==> config.mk <==
export PLATFORM = sky130hd
export DESIGN_NAME = gpio_port_regs
export DESIGN_NICKNAME = d
export VERILOG_FILES = /design/src/rtl/gpio_port_pkg.sv /design/src/rtl/gpio_in_sync.sv /design/src/rtl/gpio_pin_drive.sv /design/src/rtl/gpio_lock_seq.sv /design/src/rtl/gpio_port_regs.sv
export SDC_FILE = /design/constraint.sdc
export NUM_CORES = 1
export LEC_CHECK = 0
export CAP_MARGIN = 30
export CORE_MARGIN = 8
export CORE_UTILIZATION = 25
export DETAILED_ROUTE_END_ITERATION = 8
export DONT_BUFFER_PORTS = 1
export GPL_TIMING_DRIVEN = 0
export PLACE_DENSITY = 0.38
export SYNTH_ARGS = -nofsm -noshare
export SYNTH_HDL_FRONTEND = slang
export SYNTH_HIERARCHICAL = 1
export SYNTH_SLANG_ARGS = --single-unit
==> constraint.sdc <==
create_clock -name clk -period 2.6 [get_ports clk]
set_clock_uncertainty 0.2 [all_clocks]
set_input_delay 0.26 -clock clk [delete_from_list [all_inputs] [get_ports clk]]
set_output_delay 0.26 -clock clk [all_outputs]
set_load 0.02 [all_outputs]
==> src/rtl/gpio_port_pkg.sv <==
package gpio_port_pkg;
    localparam int ADDR_W       = 3;
    localparam int DATA_W       = 32;
    localparam int FIELD_W      = 4;
    localparam int PINS_PER_CFG = DATA_W / FIELD_W;
    localparam int KEY_BIT      = 16;
    localparam int CLR_SHIFT    = 16;

    localparam logic [ADDR_W-1:0] A_CFG_LO = 3'd0;
    localparam logic [ADDR_W-1:0] A_CFG_HI = 3'd1;
    localparam logic [ADDR_W-1:0] A_IN     = 3'd2;
    localparam logic [ADDR_W-1:0] A_OUT    = 3'd3;
    localparam logic [ADDR_W-1:0] A_SETCLR = 3'd4;
    localparam logic [ADDR_W-1:0] A_CLR    = 3'd5;
    localparam logic [ADDR_W-1:0] A_LOCK   = 3'd6;

    localparam logic [FIELD_W-1:0] FIELD_RST = 4'h4;

    typedef enum logic [2:0] {
        LK_IDLE,
        LK_ARMED,
        LK_DIPPED,
        LK_REARMED,
        LK_SEALED
    } lock_state_e;
endpackage

==> src/rtl/gpio_in_sync.sv <==
module gpio_in_sync #(
    parameter int W      = 16,
    parameter int STAGES = 2
) (
    input  logic         clk,
    input  logic         rst_n,
    input  logic [W-1:0] d,
    output logic [W-1:0] q
);
    logic [W-1:0] stage_q [STAGES];

    always_ff @(posedge clk) begin
        if (!rst_n) begin
            for (int s = 0; s < STAGES; s++) stage_q[s] <= '0;
        end else begin
            stage_q[0] <= d;
            for (int s = 1; s < STAGES; s++) stage_q[s] <= stage_q[s-1];
        end
    end

    assign q = stage_q[STAGES-1];
endmodule

==> src/rtl/gpio_pin_drive.sv <==
module gpio_pin_drive
    import gpio_port_pkg::*;
(
    input  logic [FIELD_W-1:0] field,
    input  logic               latch_bit,
    output logic               oe,
    output logic               od,
    output logic               drv,
    output logic               pu,
    output logic               pd
);
    logic       is_out;
    logic [1:0] code;
    logic       pulled;

    assign is_out = |field[1:0];
    assign code   = field[3:2];
    assign pulled = !is_out && (code == 2'b10);

    assign oe  = is_out;
    assign od  = is_out && code[0];
    assign drv = latch_bit;
    assign pu  = pulled && latch_bit;
    assign pd  = pulled && !latch_bit;
endmodule

==> src/rtl/gpio_lock_seq.sv <==
module gpio_lock_seq
    import gpio_port_pkg::*;
#(
    parameter int NPINS = 16
) (
    input  logic             clk,
    input  logic             rst_n,
    input  logic             lk_wr,
    input  logic             lk_rd,
    input  logic             other_wr,
    input  logic             wr_key,
    input  logic [NPINS-1:0] wr_mask,
    output logic             sealed,
    output logic [NPINS-1:0] frozen_mask
);
    lock_state_e      state_q, state_d;
    logic [NPINS-1:0] held_q;
    logic             capture, seal, same_mask;

    assign same_mask = (wr_mask == held_q);

    always_ff @(posedge clk) begin
        if (!rst_n) state_q <= LK_IDLE;
        else        state_q <= state_d;
    end

    always_comb begin
        state_d = state_q;
        capture = 1'b0;
        seal    = 1'b0;
        unique case (state_q)
            LK_IDLE: begin
                if (lk_wr && wr_key) begin
                    state_d = LK_ARMED;
                    capture = 1'b1;
                end
            end
            LK_ARMED: begin
                if (other_wr) state_d = LK_IDLE;
                else if (lk_wr) state_d = (!wr_key && same_mask) ? LK_DIPPED : LK_IDLE;
            end
            LK_DIPPED: begin
                if (other_wr) state_d = LK_IDLE;
                else if (lk_wr) state_d = (wr_key && same_mask) ? LK_REARMED : LK_IDLE;
            end
            LK_REARMED: begin
                if (other_wr || lk_wr) state_d = LK_IDLE;
                else if (lk_rd) begin
                    state_d = LK_SEALED;
                    seal    = 1'b1;
                end
            end
            LK_SEALED: state_d = LK_SEALED;
            default:   state_d = LK_IDLE;
        endcase
    end

    always_ff @(posedge clk) begin
        if (!rst_n) begin
            held_q      <= '0;
            frozen_mask <= '0;
        end else begin
            if (capture) held_q      <= wr_mask;
            if (seal)    frozen_mask <= held_q;
        end
    end

    assign sealed = (state_q == LK_SEALED);


    sealed_sticky_chk: assert property (@(posedge clk) disable iff (!rst_n)
        sealed |=> sealed);


    foreign_write_break_chk: assert property (@(posedge clk) disable iff (!rst_n)
        (other_wr && state_q != LK_SEALED) |=> (state_q == LK_IDLE));


    mask_hold_chk: assert property (@(posedge clk) disable iff (!rst_n)
        sealed |=> $stable(frozen_mask));
endmodule

==> src/rtl/gpio_port_regs.sv <==
module gpio_port_regs
    import gpio_port_pkg::*;
#(
    parameter int NPINS       = 16,
    parameter int SYNC_STAGES = 2
) (
    input  logic              clk,
    input  logic              rst_n,
    input  logic              bus_wr,
    input  logic              bus_rd,
    input  logic [ADDR_W-1:0] bus_addr,
    input  logic [DATA_W-1:0] bus_wdata,
    output logic [DATA_W-1:0] bus_rdata,
    input  logic [NPINS-1:0]  pad_in,
    output logic [NPINS-1:0]  pad_oe,
    output logic [NPINS-1:0]  pad_od,
    output logic [NPINS-1:0]  pad_out,
    output logic [NPINS-1:0]  pad_pu,
    output logic [NPINS-1:0]  pad_pd
);
    localparam int NCFG = NPINS / PINS_PER_CFG;

    logic [FIELD_W-1:0] cfg_q [NPINS];
    logic [DATA_W-1:0]  cfg_word [NCFG];
    logic [NPINS-1:0]   odr_q, in_q, frozen;
    logic               sealed, lk_wr, lk_rd, other_wr;
    logic               unused_wdata;

    assign unused_wdata = ^bus_wdata[DATA_W-1:KEY_BIT+1];

    assign lk_wr    = bus_wr && (bus_addr == A_LOCK);
    assign lk_rd    = bus_rd && (bus_addr == A_LOCK);
    assign other_wr = bus_wr && (bus_addr != A_LOCK);

    gpio_lock_seq #(.NPINS(NPINS)) u_lock (
        .clk(clk), .rst_n(rst_n), .lk_wr(lk_wr), .lk_rd(lk_rd),
        .other_wr(other_wr), .wr_key(bus_wdata[KEY_BIT]),
        .wr_mask(bus_wdata[NPINS-1:0]), .sealed(sealed), .frozen_mask(frozen)
    );

    gpio_in_sync #(.W(NPINS), .STAGES(SYNC_STAGES)) u_sync (
        .clk(clk), .rst_n(rst_n), .d(pad_in), .q(in_q)
    );

    for (genvar p = 0; p < NPINS; p++) begin : g_pin
        localparam logic [ADDR_W-1:0] MY_ADDR = ADDR_W'(p / PINS_PER_CFG);
        localparam int                MY_OFS  = (p % PINS_PER_CFG) * FIELD_W;

        always_ff @(posedge clk) begin
            if (!rst_n) cfg_q[p] <= FIELD_RST;
            else if (bus_wr && bus_addr == MY_ADDR && !frozen[p])
                cfg_q[p] <= bus_wdata[MY_OFS +: FIELD_W];
        end

        gpio_pin_drive u_drive (
            .field(cfg_q[p]), .latch_bit(odr_q[p]),
            .oe(pad_oe[p]), .od(pad_od[p]), .drv(pad_out[p]),
            .pu(pad_pu[p]), .pd(pad_pd[p])
        );


        frozen_field_chk: assert property (@(posedge clk) disable iff (!rst_n)
            frozen[p] |=> $stable(cfg_q[p]));
    end

    always_ff @(posedge clk) begin
        if (!rst_n) odr_q <= '0;
        else if (bus_wr) begin
            case (bus_addr)
                A_OUT:    odr_q <= bus_wdata[NPINS-1:0];
                A_SETCLR: odr_q <= (odr_q & ~bus_wdata[CLR_SHIFT +: NPINS]) | bus_wdata[NPINS-1:0];
                A_CLR:    odr_q <= odr_q & ~bus_wdata[NPINS-1:0];
                default:  odr_q <= odr_q;
            endcase
        end
    end

    always_comb begin
        for (int r = 0; r < NCFG; r++)
            for (int k = 0; k < PINS_PER_CFG; k++)
                cfg_word[r][k*FIELD_W +: FIELD_W] = cfg_q[r*PINS_PER_CFG + k];
    end

    always_comb begin
        bus_rdata = '0;
        for (int r = 0; r < NCFG; r++)
            if (bus_addr == ADDR_W'(r)) bus_rdata = cfg_word[r];
        case (bus_addr)
            A_IN:    bus_rdata[NPINS-1:0] = in_q;
            A_OUT:   bus_rdata[NPINS-1:0] = odr_q;
            A_LOCK: begin
                bus_rdata[KEY_BIT]     = sealed;
                bus_rdata[NPINS-1:0]   = frozen;
            end
            default: ;
        endcase
    end


    set_wins_chk: assert property (@(posedge clk) disable iff (!rst_n)
        (bus_wr && bus_addr == A_SETCLR) |=>
            ((odr_q & $past(bus_wdata[NPINS-1:0])) == $past(bus_wdata[NPINS-1:0])));


    clr_lowers_chk: assert property (@(posedge clk) disable iff (!rst_n)
        (bus_wr && bus_addr == A_CLR) |=>
            ((odr_q & $past(bus_wdata[NPINS-1:0])) == '0));
endmodule

======== Word level (Yosys, flattened, before mapping) ========
Memory sizes are Yosys's and may differ from the RTL's.
Cells that the tools add are included.
cells by class
  equality and inequality tests ........... 32
  mux-type cells .......................... 88
  bitwise logic cells ..................... 23
  reduce and logical (&&, ||, !) cells .... 159
operators with widths
  operator            number
  $pmux 16 s3         2
  $logic_and 1x1->1   88
  $mux 32             2
  $mux 4              16
  $mux 1              56
  $logic_not 1->1     49
  $and 16x16->16      2
  $eq 2x2->1 const B  16
  $mux 16             2
  $not 16->16         2
  $reduce_or 2->1     16
  $mux 3              7
  $or 1x1->1          18
  $eq 16x16->1        1
  $or 16x16->16       1
  $pmux 3 s5          1
  $eq 3x2->1 const B  4
  $eq 3x3->1 const B  4
  $eq 3x1->1 const B  2
  $logic_not 3->1     2
  $ne 3x1->1 const B  2
  $mux 2              2
  $reduce_and 4->1    1
  $ne 3x2->1 const B  1
  other kinds (5)     5
storage, ports and cells
  flip-flop bits (word level) ............. 51
  memory bits (writable) .................. 96
  logic and storage cells ................. 308
  memories ................................ 2
memories
  name            depth  width  read ports  clocked after Yosys merged registers in  wr ports  line                  RTL
  cfg_q           16     4      16          0                                        16        gpio_port_regs.sv:23  logic [FIELD_W-1:0] cfg_q [NPINS];
  u_sync.stage_q  2      16     2           0                                        2         gpio_in_sync.sv:10    logic [W-1:0] stage_q [STAGES];

======== Logic depth before layout (Yosys ltp) ========
  depth after elaboration ................. 7
  depth in mapped cells ................... 9
  gate-level depth less buffers ........... 6

======== Cells and area by module ========
Netlist, hierarchy kept.
modules (own cells, without submodules)
  module          times used  cells an instance  area an instance (µm²)
  gpio_port_regs  1           365                4,237.8
  gpio_lock_seq   1           170                1,591.5
  gpio_in_sync    1           83                 1,016.0
  gpio_pin_drive  16          7                  43.8

======== Worst setup path after synthesis ========
OpenSTA, ideal clock, no wires.
  path type ............................... input -> register
  start point ............................. in bus_addr[1]
  end point ............................... reg u_lock.frozen_mask[12]
  library setup time ...................... 0.131 ns
  arrival time ............................ 1.831 ns
  slack ................................... 0.438 ns
  stages .................................. 9
  path through ............................ buf_2 -> and3b_1 -> clkbuf_1 -> nor2b_1 -> nor3_2 -> nand4_1 -> buf_6 -> nand2_1 -> a21oi_2
between the ends
  cells in the longest elaborated chain, start to end .. 5
  elaborated cells on any way between the ends .. 9
ends and longest elaborated chain
  what                  line                  RTL
  from (decl)           gpio_port_regs.sv:11  input logic [ADDR_W-1:0] bus_addr,
  $ne 3x3->1            gpio_port_regs.sv:33  assign other_wr = bus_wr && (bus_addr != A_LOCK);
  $logic_and 1x1->1     gpio_port_regs.sv:33
  via other_wr          gpio_port_regs.sv:26  logic sealed, lk_wr, lk_rd, other_wr;
  $logic_or 1x1->1      gpio_lock_seq.sv:47   if (other_wr || lk_wr) state_d = LK_IDLE;
  $mux 1                gpio_lock_seq.sv:47
  $mux 1                gpio_lock_seq.sv:31   unique case (state_q)
  to (signal assigned)  gpio_lock_seq.sv:64   if (seal) frozen_mask <= held_q;
  to (decl)             gpio_lock_seq.sv:14   output logic [NPINS-1:0] frozen_mask
The timed path passes the listed nets, and every way through them passes these cells.
A chain may end at the register's enable or synchronous reset.

==> results by group <==
Run status
  • Status: completed

Placed design
  • # placed instances: 1122
  • Post-DP HPWL: 21420 µm
  • Gpl congestion: 0.7874
  • Input/output buffers: 0
  • Pre-CTS setup slack: -498.7 ps

Clock tree
  • Clk Latency, worst-skew pair: 420 ps
  • Maximum clock path buffer count: 2
  • Clk sinks: 147
  • Root buf cell: clkbuf_16
  • CTS Buf Count: 17
  • Clk slew on worst S/H paths: roughly 70 ps
  • CTS tree: yes
  • CTS H-Tree Depth: 4

Drt
  • Starting DRT DRC Count: around 360
  • Vias after detailed routing: between 5000 and 6000
  • ANT nets after route: 0
  • DRC Markers: 0
  • DR WL/cell: around 24 µm
  • Drt first pass iters: 5
  • Total wire length: 29060 µm
  • DR vias/cell: 4.794

Finish
  • Commonest non-fill, non-tap cells in the layout: dfxtp_1, mux2i_1, edfxtp_1
  • Layout area overhead: 22.19%
  • Multi-input logic area: 3371 µm²
  • Register area: about 3600 µm²
  • NumNets Final: 864
  • Layout fillers: 3075
  • Layout cell share with drive strength beyond 1: 23.72%
  • Commonest non-fill, non-tap cell in the layout: dfxtp_1
  • Inserted Diodes: 0
  • Non-Filler Instances: approximately 1200

Synthesis
  • Number of synthesized flops with an enable pin: 64
  • FFs w/ async S/R, synth: 0%
  • Post-Syn Instances: 730
  • Yosys warnings: 6
  • Syn_area_per_cell: slightly above 10 µm²
  • Register area share after synthesis: 47.49%
  • Syn nets: 785
  • Cell Area, Synth: ~7500 µm²
  • Post-synthesis cell type count: 49
  • Yosys reg bits: 147
  • Most used flip-flop cell after synthesis: dfxtp_1

Worst hold path
  • Sink of the worst hold path: u_lock/state_q[0]
  • Hold crit path type: input pin to flop
  • Hold path start: bus_wdata[5]
  • Cells on Worst Hold Path: 4

Global route
  • First-pass GRT wire length: about 42000 µm
  • Vias in the first global route: 6075
  • GRT Total Usage: 15.87%
  • Initial antenna violation count: 0
  • Largest net degree at the start of global routing: 17
  • Congestion Overflow GR: 0

Floorplanning
  • Die Span Y: 189.7 µm
  • Core area: approximately 30000 µm²
  • I/O Pins: 167
  • Die Wd: about 190 µm
  • Effective utilization at floorplan: 25.39%
  • # rows: 63
  • Die area: around 36000 µm²

Power and ir drop
  • Design Power: 5.781 mW
  • Max rail drop VDD: 0.3030 mV
  • Power Dens Cells: between 600 and 700 nW/µm²
  • Cell leakage power: 3.677 nW

Worst setup path
  • Data required, critical path: 2140 ps
  • R2R setup slack: 710 ps
  • Critical path's slowest cell: nor4_1
  • R2R Path Start: u_lock/state_q[2]
  • Worst path arrival time: 1910 ps
  • Worst setup SP type: flop
  • Setup Crit Path Kind: flop to output port
  • Worst setup EP type: output port
  • Crit-path max FO: 4
  • R2r endpoint: u_lock/frozen_mask[15]
  • Worst Reg-to-Reg Cells: 5
  • Slowest Stage Delay on Critical Path: 790 ps
  • CP cell instances: or2_4 -> nor4_1

STA
  • Final period utilization: 91.17%
  • Final setup fails: 0
  • Slew HR: 31.38%
  • Final Max Tran Viols: 0
  • F_max: 421.9 MHz
  • PnR worst setup slack: 229.6 ps
  • Worst-margin pin slew: 1020 ps
  • RSZ-0062 raised after global routing: no
  • Final hold violation count: 0
  • Minimum clock period: ~2400 ps

Job
  • Max cap viols: 0
-- critical path, delay by kind of cell, from the launching register on --
family           cells  cell delay (ps)
flip-flops           1              390
AND/OR/NAND/NOR      2             1100
-- report_power, final --
group | leakage [nW] | switching (mW) | internal (mW)
Clock | 0.294 | 1.12 | 1.36
Combinational | 2.08 | 0.436 | 0.274
Sequential | 1.30 | 0.0807 | 2.51
-- stage by stage --
stage / setup TNS, ps / hold WS [ps] / utilization, % / instance area, µm²
5_1_grt: 0 / 41.55 / 31.03 / 9220
6_report: 0 / 26.87 / 31.03 / 9220
3_5_place_dp: -7824 / 190.0 / 27.07 / 8044
4_1_cts: 0 / 10.48 / 31.02 / 9219
2_1_floorplan: 0 / 182.1 / - / 7546
3_3_place_gp: -6745 / 186.5 / 27.03 / 8034
-- final cells by class --
cell class / instances / area share, %
flip-flops and latches: 147 / 38.87
multi-input cells: 480 / 36.56
repair buffers: 60 / 6.405
well taps: 390 / 5.292
plain buffers: 70 / 5.102
clock buffers: 19 / 5.035
clock inverters: 13 / 1.398
inverters: 33 / 1.343
-- synth_stat cells, types with 8 or more instances --
master     n  area [µm²]
mux2_2    16       180.2
a32o_1    16       160.2
inv_1     32       120.1
dfxtp_1   83        1662
o21ai_0   11       55.05
nand2_1   48       180.2
a21oi_2   10       87.58
and2_2    48       360.4
mux2i_1   64       640.6
nand2b_1  17       106.4
nor2_1    34       127.6
o22ai_1   15       93.84
a21oi_1    8       40.04
edfxtp_1  64        1922
buf_2     14       70.07
nor4_1    35       219.0
or2_4     16       140.1
a21o_1    15       112.6
xor2_1    16       140.1
and2_1    51       319.1
nor3_1    18       90.09
clkbuf_1  11       41.29
buf_4     35       262.8
-- metal layers --
metal	share of wire (%)	up-vias	global-route usage [%]
li1	-	2682	-
met1	44	2871	20.10
met2	46	220	25.54
met3	7.1	37	4.632
met4	2.2	0	5.322
met5	0	-	0
-- what timing repair did --
action,4_1_cts,5_1_grt
pin swaps,0,0
hold buffers,58,0
endpoints found under the hold margin,132,0
setup buffers,0,0
resized for setup,1,2
setup endpoints to repair,10,5
-- worst max path at each step --
stage                 start  cells after the start  slack [ps]                     end
4_1_cts         bus_addr[1]                      9         110  u_lock/frozen_mask[13]
3_3_place_gp    bus_addr[1]                      9        -410  u_lock/frozen_mask[15]
2_1_floorplan   bus_addr[1]                      9         440  u_lock/frozen_mask[12]
5_1_grt        cfg_q[1][12]                      2         130              pad_pd[11]
6_report       cfg_q[0][17]                      2         230               pad_pu[4]
3_5_place_dp    bus_addr[1]                      9        -500  u_lock/frozen_mask[13]
-- cells by family after synthesis --
| group | after synthesis | synth area share (%) |
|---|---|---|
| compound gates | 89 | 8.622 |
| xor+xnor | 16 | 1.857 |
| buf+inv | 103 | 7.843 |
| flops | 147 | 47.49 |
| mux | 80 | 10.88 |
| simple gates | 295 | 23.31 |
-- sequential cells by signal (all words and copies together), names as in the netlist --
register and count:
cfg_q 64, odr_q 16, u_lock/frozen_mask 16, u_lock/held_q 16
u_lock/state_q 3, u_sync/stage_q 32
Note: power is estimated with default switching activity, not from simulation.
